==> src/rtl/pc_ir_pkg.sv <==
// Shared definitions for the program counter / instruction register unit.
// Assumes a 2-bit action code driven by the controller every clock.
package pc_ir_pkg;
    typedef enum logic [1:0] {
        ACT_HOLD = 2'b00,
        ACT_STEP = 2'b01,
        ACT_REL  = 2'b10,
        ACT_ABS  = 2'b11
    } pc_act_e;
endpackage

==> src/rtl/pc_next_calc.sv <==
// Next-address calculator: purely combinational choice among hold, step,
// signed relative add and absolute load. Assumes ADDR_W > 2*FLD_W.
module pc_next_calc #(
    parameter int ADDR_W = 16,
    parameter int FLD_W  = 3
) (
    input  logic [1:0]        act,
    input  logic [ADDR_W-1:0] cur_pc,
    input  logic [FLD_W-1:0]  fld_hi,
    input  logic [FLD_W-1:0]  fld_lo,
    input  logic [ADDR_W-1:0] abs_tgt,
    output logic [ADDR_W-1:0] nxt_pc
);
    import pc_ir_pkg::*;

    localparam int OFF_W = 2 * FLD_W;
    localparam int EXT_W = ADDR_W - OFF_W;

    logic [OFF_W-1:0]  raw_off;
    logic [ADDR_W-1:0] ext_off;

    // Join the two fields, upper field first, and replicate the sign bit.
    always_comb begin
        raw_off = {fld_hi, fld_lo};
        ext_off = {{EXT_W{raw_off[OFF_W-1]}}, raw_off};
    end

    // Pick the next address; adds wrap at the address width.
    always_comb begin
        unique case (pc_act_e'(act))
            ACT_HOLD: nxt_pc = cur_pc;
            ACT_STEP: nxt_pc = cur_pc + ADDR_W'(1);
            ACT_REL:  nxt_pc = cur_pc + ext_off;
            ACT_ABS:  nxt_pc = abs_tgt;
            default:  nxt_pc = cur_pc;
        endcase
    end
endmodule

==> src/rtl/pc_reg.sv <==
// Address register: clears on synchronous active-low reset, else loads
// the computed next address every clock.
module pc_reg #(
    parameter int ADDR_W = 16
) (
    input  logic              clk,
    input  logic              rst_n,
    input  logic [ADDR_W-1:0] d,
    output logic [ADDR_W-1:0] q
);
    // Hold the current instruction address.
    always_ff @(posedge clk) begin
        if (!rst_n) q <= '0;
        else        q <= d;
    end
endmodule

==> src/rtl/ir_reg.sv <==
// Instruction register: clears on synchronous active-low reset, captures
// the memory word when the load strobe is high, otherwise keeps its value.
module ir_reg #(
    parameter int WORD_W = 16
) (
    input  logic              clk,
    input  logic              rst_n,
    input  logic              load,
    input  logic [WORD_W-1:0] d,
    output logic [WORD_W-1:0] q
);
    // Capture the fetched word on strobe.
    always_ff @(posedge clk) begin
        if (!rst_n)    q <= '0;
        else if (load) q <= d;
    end
endmodule

==> src/rtl/pc_ir_unit.sv <==
// Top: program counter plus instruction register for a two-clock
// fetch/execute machine. The controller drives the action code and the
// load strobe; both take effect on the same rising edge.
module pc_ir_unit #(
    parameter int ADDR_W = 16,
    parameter int WORD_W = 16,
    parameter int FLD_W  = 3
) (
    input  logic              clk,
    input  logic              rst_n,
    input  logic [1:0]        pc_act,
    input  logic              ir_load,
    input  logic [WORD_W-1:0] mem_word,
    input  logic [FLD_W-1:0]  off_hi,
    input  logic [FLD_W-1:0]  off_lo,
    input  logic [ADDR_W-1:0] jmp_addr,
    output logic [ADDR_W-1:0] pc,
    output logic [WORD_W-1:0] ir
);
    logic [ADDR_W-1:0] pc_nxt;

    pc_next_calc #(.ADDR_W(ADDR_W), .FLD_W(FLD_W)) u_calc (
        .act     (pc_act),
        .cur_pc  (pc),
        .fld_hi  (off_hi),
        .fld_lo  (off_lo),
        .abs_tgt (jmp_addr),
        .nxt_pc  (pc_nxt)
    );

    pc_reg #(.ADDR_W(ADDR_W)) u_pc (
        .clk   (clk),
        .rst_n (rst_n),
        .d     (pc_nxt),
        .q     (pc)
    );

    ir_reg #(.WORD_W(WORD_W)) u_ir (
        .clk   (clk),
        .rst_n (rst_n),
        .load  (ir_load),
        .d     (mem_word),
        .q     (ir)
    );
endmodule

==> config.mk <==
export PLATFORM = sky130hd
export DESIGN_NAME = pc_ir_unit
export DESIGN_NICKNAME = d
export VERILOG_FILES = /design/src/rtl/pc_ir_pkg.sv /design/src/rtl/pc_next_calc.sv /design/src/rtl/pc_reg.sv /design/src/rtl/ir_reg.sv /design/src/rtl/pc_ir_unit.sv
export SDC_FILE = /design/constraint.sdc
export NUM_CORES = 1
export LEC_CHECK = 0
export BUFFER_PORTS_ARGS = -buffer_cell sky130_fd_sc_hd__buf_2
export CAP_MARGIN = 20
export CORE_AREA = 3 3 96 98
export DETAILED_ROUTE_END_ITERATION = 8
export DIE_AREA = 0 0 99 101
export GPL_ROUTABILITY_DRIVEN = 0
export SYNTH_ARGS = -nofsm -noshare
export SYNTH_HDL_FRONTEND = slang
export SYNTH_SLANG_ARGS = --single-unit
export TNS_END_PERCENT = 5
==> constraint.sdc <==
create_clock -name clk -period 5 [get_ports clk]
set_input_delay 1 -clock clk [delete_from_list [all_inputs] [get_ports clk]]
set_output_delay 1 -clock clk [all_outputs]
set_load 0.03 [all_outputs]
# After elaboration in Yosys (flattened, before gate mapping)
# Index checks and enable logic that the tools add are counted.
[word_totals] n_memories=0 wordCells=9 latch_bits=0 regBits=32 romBits=0 out_inout_bits=32 mem_bits_rw=0
[classes] div=0 eq_ne=3 shift=0 reduce_logical=1 muxes=1 n_lt_le_gt_ge=0 add_sub_neg=2 bitwise_logic=0 n_mul=0
[ops] cell="16-bit one-hot mux with 3 select lines" n=1
[ops] cell="16-bit by 1-bit adder with 16-bit output (second input constant)" n=1
[ops] cell="16-bit adder" n=1
[ops] cell="2-bit equality test (second input constant)" n=2
[ops] cell="2-bit by 1-bit equality test with 1-bit output (second input constant)" n=1
[ops] cell="2-bit logical NOT" n=1

# Depth between registers and ports, before layout
# Gate-level depths: netlist (run 1).
[depth] word_depth=2 depth_mapped=13 depth_no_buf=10

# Modules after synthesis
# From an unflattened synthesis (run 1), not the netlist that was laid out.
[hier_totals] hier_cells=250 area_unflattened_um2=2159.6
[by_module_without_submodules] mod="pc_next_calc" area_each_um2=1097.3 cells_per_inst=166 n_inst=1 seq_area_each_um2=0.0
[by_module_without_submodules] mod="ir_reg" area_each_um2=615.6 cells_per_inst=51 n_inst=1 seq_area_each_um2=320.3
[by_module_without_submodules] mod="pc_reg" area_each_um2=446.7 cells_per_inst=33 n_inst=1 seq_area_each_um2=320.3

# Least setup slack after synthesis (run 1)
# Ideal clock, no wire load.
[synth_path] kind="input port to flip-flop" from="input pc_act[1]" to="register u_pc.q[14]" path_buffers=3 path_stages=12 arrival_time_ns=3.625 path_slack_ns=1.289 setup_time_ns=0.086 path_cell_list="buf_2 nor2b_1 clkbuf_1 nand2b_1 ha_1 fa_1 a211o_1 a21o_1 clkbuf_1 o21a_1 maj3_2 a221oi_2"
[synth_between] elab_chain_len=2 elab_cells_between_ends=5 classes_between="eq/ne (3); mux (1); reduce/logical (1)"
[synth_lines] element="start: declaration" line_no="pc_ir_unit.sv:11" rtl="input logic [1:0] pc_act,"
[synth_lines] element="2-bit equality test / 2-bit by 1-bit equality test with 1-bit output (equally long branches)" line_no="pc_next_calc.sv:30" rtl="unique case (pc_act_e'(act))"
[synth_lines] element="16-bit one-hot mux with 3 select lines" line_no="pc_next_calc.sv:30"
[synth_lines] element="end signal: assignment" line_no="pc_reg.sv:13" rtl="if (!rst_n) q <= '0;"
[synth_lines] element="end signal: assignment" line_no="pc_reg.sv:14" rtl="else q <= d;"
[synth_lines] element="end: declaration" line_no="pc_reg.sv:9" rtl="output logic [ADDR_W-1:0] q"
# Several ways; a longest one is shown, not always the timed one.
# A chain may end at the register's enable or synchronous reset.

# Worst setup path after layout (run 1)
[layout_path] from="input pc_act[0]" to="register u_pc.q[6]"
# The elaborated chain is that of the path after synthesis.

==> impl_metrics.py, run 1 <==
metrics = {
    "floorplan": {
        "initial_core_util": 0.246,
        "io_pins": 75,
        "rows": 34,
        "coreArea_um2": 8550,
        "die-area_um2": 10000,
        "dieWidth_um": 99,
        "die_h_um": 101,
    },
    "cells_and_area": {
        "drive_above_1_share": 0.272,
        "design_area_um2": 2610,
        "syn2layout_area_growth_pct": 24.1,
        "finalNetCount": 371,
        "fillers": 952,
        "diodes": 0,
    },
    "route": {
        "vias_per_cell": 5.11,
        "drtPass1Iterations": 5,
        "route.detailed.drc": 0,
        "drtAntennaViolNets": 0,
        "wl_per_cell_um": 14.3,
        "drt-initial-drc-count": 91,
        "num_vias": 2204,
        "drt-total-wl_mm": 6.18,
    },
    "global_routing": {
        "grt_pass1_vias": 2028,
        "grt_max_degree": 31,
        "grt_pass1_wl_mm": 9.81,
        "track_usage": 0.120,
        "grt_antenna_before_repair": 0,
        "grt_overflow": 0,
    },
    "synth": {
        "synth_warnings": 0,
        "synth-edff-count": 0,
        "ys_async_sr_fraction": 0,
        "synth-seq-cells": 32,
        "synth_fp_nets": 311,
        "synth_top_cell_area_share": 0.305,
        "ys_top_cells_by_area": "dfxtp_1, mux2i_1, nor2_1",
        "synth_common_cells": "dfxtp_1, nor2_1, nand2_1",
        "ys_types": 52,
        "syn_area_um2": 2100,
        "yosysSeqAreaShare": 0.305,
        "synthFlopType": "dfxtp_1",
        "synth_cells": 262,
        "yosys.area.top_type": "dfxtp_1",
        "synth.avg_cell_area_um2": 8.02,
    },
    "clocking": {
        "cts_buffer_depth": 2,
        "cts_tree": "built",
        "clk_pin_slew_worst_paths_ps": 70,
        "cts-htree-levels": 2,
        "cts_resized": 0,
        "cts-root-buf": "clkbuf_8",
        "ctsHoldBuffers": 0,
        "insertion_delay_ps": 280,
        "post_cts_buffers": 0,
        "cts_sinks": 32,
        "numCtsBuffers": 5,
    },
    "setup_path": {
        "start_kind": "primary input",
        "worstReg2RegEnd": "u_pc.q[6]",
        "crit_type": "in2reg",
        "rr_worst_depth": 8,
        "critPathCaptureType": "flip-flop",
        "rr_startpoint": "u_pc.q[0]",
        "crit_fanout": 27,
        "crit_end": "u_pc.q[6]",
        "crit_start": "pc_act[0]",
        "worstPathRequired_ps": 5190,
        "rrSetupSlack_ps": 2430,
        "cp.arrival_ps": 3870,
    },
    "power": {
        "leakage_nw": 1.16,
        "p_sw_mw": 0.228,
        "p_clk_frac": 0.297,
        "power_density_nw_per_um2": 262,
        "combPwrFrac": 0.267,
        "seq_power_share": 0.436,
        "switching_share": 0.334,
        "intPower_mw": 0.455,
        "ir_drop_uv": 87.0,
    },
    "outcome": {
        "status": "complete, no violations",
    },
    "flow_run": {
        "drv_cap": 0,
    },
    "sta": {
        "min_period_over_period": 0.735,
        "period_minus_slack_ps": 3680,
        "slew_headroom": 0.336,
        "hold_viol_final": 0,
        "max_freq_mhz": 272,
        "setup_viol": 0,
        "worstMarginPinSlew_ps": 994,
        "tns_ps": 0,
        "finalMaxSlewViolations": 0,
        "skew_ps": 9.07,
        "rsz0062_at_grt": "no",
    },
    "placed_design": {
        "port_buffers": 74,
        "dpl.hpwl_mm": 4.59,
        "placed_area_um2": 2520,
    },
    "hold_path": {
        "hold_class": "reg2reg",
        "whs_path_depth": 2,
    },
}
[through the flow]
| stage | util | hold WS [ps] | power (mW) | setup slack [ps] | instances |
|---|---|---|---|---|---|
| floorplan | - | 635 | 0.431 | 1290 | 262 |
| global placement | 0.294 | 472 | 0.484 | 1130 | 423 |
| detailed placement | 0.294 | 482 | 0.486 | 1060 | 423 |
| CTS | 0.305 | 498 | 0.698 | 1360 | 431 |
| global route | 0.305 | 527 | 0.728 | 1140 | 431 |
| finish | 0.305 | 487 | 0.683 | 1320 | 431 |
[registers in the layout, summed over array words and instances (netlist names)]
signal  cells
u_ir.q     16
u_pc.q     16
[critical path, stage by stage]
cell	delay, ps
buf_2	400
nor2b_1	130
buf_4	200
and2_1	190
fa_1	450
a211o_1	350
a21o_1	300
and3_1	240
o21ai_0	210
xor2_1	100
a221oi_1	290
[routing by layer]
| layer | vias to the layer above | wire length [um] | GRT usage |
|---|---|---|---|
| met5 | - | 0 | 0 |
| met3 | 6 | 500 | 0.0311 |
| met1 | 1009 | 2810 | 0.157 |
| met2 | 97 | 2830 | 0.194 |
| li1 | 1092 | - | - |
| met4 | 0 | 45 | 0.0389 |
[how the worst min path moves through the flow]
stage / endpoint / slack (ps) / start
floorplan: u_ir.q[0] / 640 / u_ir.q[0]
global placement: u_ir.q[7] / 470 / u_ir.q[7]
detailed placement: u_ir.q[14] / 480 / u_ir.q[14]
CTS: u_ir.q[14] / 500 / u_ir.q[14]
global route: u_ir.q[3] / 530 / u_ir.q[3]
finish: u_ir.q[14] / 490 / u_ir.q[14]
[power groups by stage]
stage / logic [mW] / registers, mW / clock network [mW]
after global routing: 0.201 / 0.301 / 0.226
after detailed placement: 0.183 / 0.303 / 0
after floorplan: 0.101 / 0.330 / 0
final: 0.182 / 0.298 / 0.203
after global placement: 0.181 / 0.303 / 0
after CTS: 0.184 / 0.298 / 0.217
[layout make-up]
cell class	count	area, um^2	share of cell area
clock buffers	8	90.1	0.0345
inverters	7	26.3	0.0101
multi-input cells	200	1330	0.510
flip-flops and latches	32	641	0.246
well taps	108	135	0.0518
repair buffers	76	385	0.148
[cells by family (layout without fill, tap and decap cells)]
logic type / Yosys count / in the layout / share of synthesized area
AO/OA/AOI/OAI: 67 / 67 / 0.228
XOR/XNOR: 7 / 7 / 0.0292
adder cells (fa/ha/maj): 7 / 7 / 0.0447
buffers and inverters: 30 / 91 / 0.0619
flip-flops: 32 / 32 / 0.305
multiplexers: 18 / 18 / 0.0858
AND/OR/NAND/NOR: 101 / 101 / 0.245
[cells in the final DEF, fill, tap and decap left out, types with 5 or more instances in the layout]
cell      instances
buf_2            74
nor2_1           32
dfxtp_1          32
nand2_1          23
mux2i_1          18
a21oi_1          14
nand3_1           9
nand4_1           9
o21ai_0           9
inv_1             7
nor3_1            7
clkbuf_8          6
and2_1            5
a221oi_1          5
ha_1              5
No activity file was read; power rests on OpenSTA's default activity.
==> run 2, diff against run 1 <==
- clock period: 5 -> 3.3 ns (I/O delays scaled with it)
==> impl_metrics.py, run 2 (synthesis gave the netlist of run 1 again) <==
metrics = {
    "floorplan": {
        "rows": 34,
        "coreArea_um2": 8550,
        "io_pins": 75,
        "die_h_um": 101,
        "dieWidth_um": 99,
        "initial_core_util": 0.246,
        "die-area_um2": 10000,
    },
    "setup_path": {
        "worstPathRequired_ps": 3500,
        "cp.arrival_ps": 3110,
        "critPathCaptureType": "flip-flop",
        "crit_type": "in2reg",
        "start_kind": "primary input",
        "crit_fanout": 7,
    },
    "clocking": {
        "ctsHoldBuffers": 0,
        "cts_sinks": 32,
        "cts_tree": "built",
        "post_cts_buffers": 0,
        "clk_pin_slew_worst_paths_ps": 80,
        "cts-root-buf": "clkbuf_8",
        "cts_buffer_depth": 2,
        "numCtsBuffers": 5,
        "insertion_delay_ps": 290,
        "cts-htree-levels": 2,
        "cts_resized": 0,
    },
    "sta": {
        "finalMaxSlewViolations": 0,
        "worstMarginPinSlew_ps": 560,
        "tns_ps": 0,
        "skew_ps": 11.0,
        "max_freq_mhz": 344,
        "whs_ps": 493,
        "setup_viol": 0,
        "slew_headroom": 0.624,
        "min_period_over_period": 0.881,
        "hold_viol_final": 0,
        "setup_ws_ps": 393,
        "rsz0062_at_grt": "no",
        "period_minus_slack_ps": 2910,
    },
    "cells_and_area": {
        "diodes": 0,
        "regArea_um2": 641,
        "drive_above_1_share": 0.296,
        "syn2layout_area_growth_pct": 28.0,
        "fillers": 924,
        "largestRegisters": "u_ir.q x16, u_pc.q x16",
        "multi_input_area_um2": 1330,
        "layoutNonFillerInstCount": 439,
        "layout_common_cells": "buf_2, nor2_1, dfxtp_1",
        "finalNetCount": 379,
        "layout_commonest_cell": "buf_2",
    },
    "route": {
        "drtPass1Iterations": 4,
        "num_vias": 2236,
        "drt-total-wl_mm": 6.18,
        "vias_per_cell": 5.09,
        "route.detailed.drc": 0,
        "drtAntennaViolNets": 0,
        "wl_per_cell_um": 14.1,
        "drt-initial-drc-count": 121,
    },
    "power": {
        "power_density_nw_per_um2": 414,
        "p_clk_frac": 0.342,
        "ir_drop_uv": 212,
        "intPower_mw": 0.747,
        "leakage_nw": 1.21,
        "p_total_mw": 1.11,
        "p_sw_mw": 0.368,
        "switching_share": 0.330,
        "seq_power_share": 0.404,
        "combPwrFrac": 0.253,
    },
    "global_routing": {
        "grt_pass1_vias": 2012,
        "grt_antenna_before_repair": 0,
        "grt_max_degree": 27,
        "track_usage": 0.122,
        "grt_overflow": 0,
        "grt_pass1_wl_mm": 9.93,
    },
    "placed_design": {
        "port_buffers": 74,
        "dpl.hpwl_mm": 4.71,
        "dp_slack_ps": 88.5,
        "place_inst": 431,
    },
    "flow_run": {
        "drv_cap": 0,
    },
    "hold_path": {
        "hold_class": "reg2reg",
    },
    "outcome": {
        "status": "complete, no violations",
    },
}
run 2: layout make-up:
class	count	area share
Multi-Input combinational cell	200	0.495
Sequential cell	32	0.238
Timing Repair Buffer	84	0.166
Tap cell	108	0.0503
Clock buffer	5	0.0256
Clock inverter	3	0.0158
Inverter	7	0.00977
run 2: final timing paths:
kind                   from   endpoint  slack [ps]  cells after the start
setup / recovery  pc_act[1]  u_pc.q[6]         390                     11
hold / removal    u_ir.q[1]  u_ir.q[1]         490                      2
setup reg to reg  u_pc.q[0]  u_pc.q[6]         850                      8
hold reg to reg   u_ir.q[1]  u_ir.q[1]         490                      2
run 2: worst max-delay path, cell delays in order:
cell	delay, ps
buf_2	90
nor2b_1	260
nand2b_1	90
ha_1	210
fa_1	420
a211o_1	340
a21o_1	250
and3_1	210
o21ai_0	200
xor2_1	90
a221oi_1	290
run 2: layer usage:
metal / vias up / GRT usage / routed length [um]
met5: - / 0 / 0
met4: 0 / 0.0305 / 44
met3: 4 / 0.0311 / 570
met2: 119 / 0.190 / 2790
met1: 1009 / 0.169 / 2780
li1: 1104 / - / -
run 2: through the flow:
step | utilization | area (um^2)
after floorplan | - | 2100
after global placement | 0.301 | 2580
after detailed placement | 0.301 | 2580
after CTS | 0.314 | 2690
after global routing | 0.314 | 2690
final | 0.314 | 2690
run 2: power by group through the flow:
| stage | clock (mW) | combinational (mW) | sequential (mW) |
|---|---|---|---|
| finish | 0.381 | 0.282 | 0.451 |
| global route | 0.410 | 0.310 | 0.457 |
| CTS | 0.399 | 0.284 | 0.450 |
| detailed placement | 0 | 0.284 | 0.459 |
| global placement | 0 | 0.280 | 0.458 |
| floorplan | 0 | 0.153 | 0.500 |
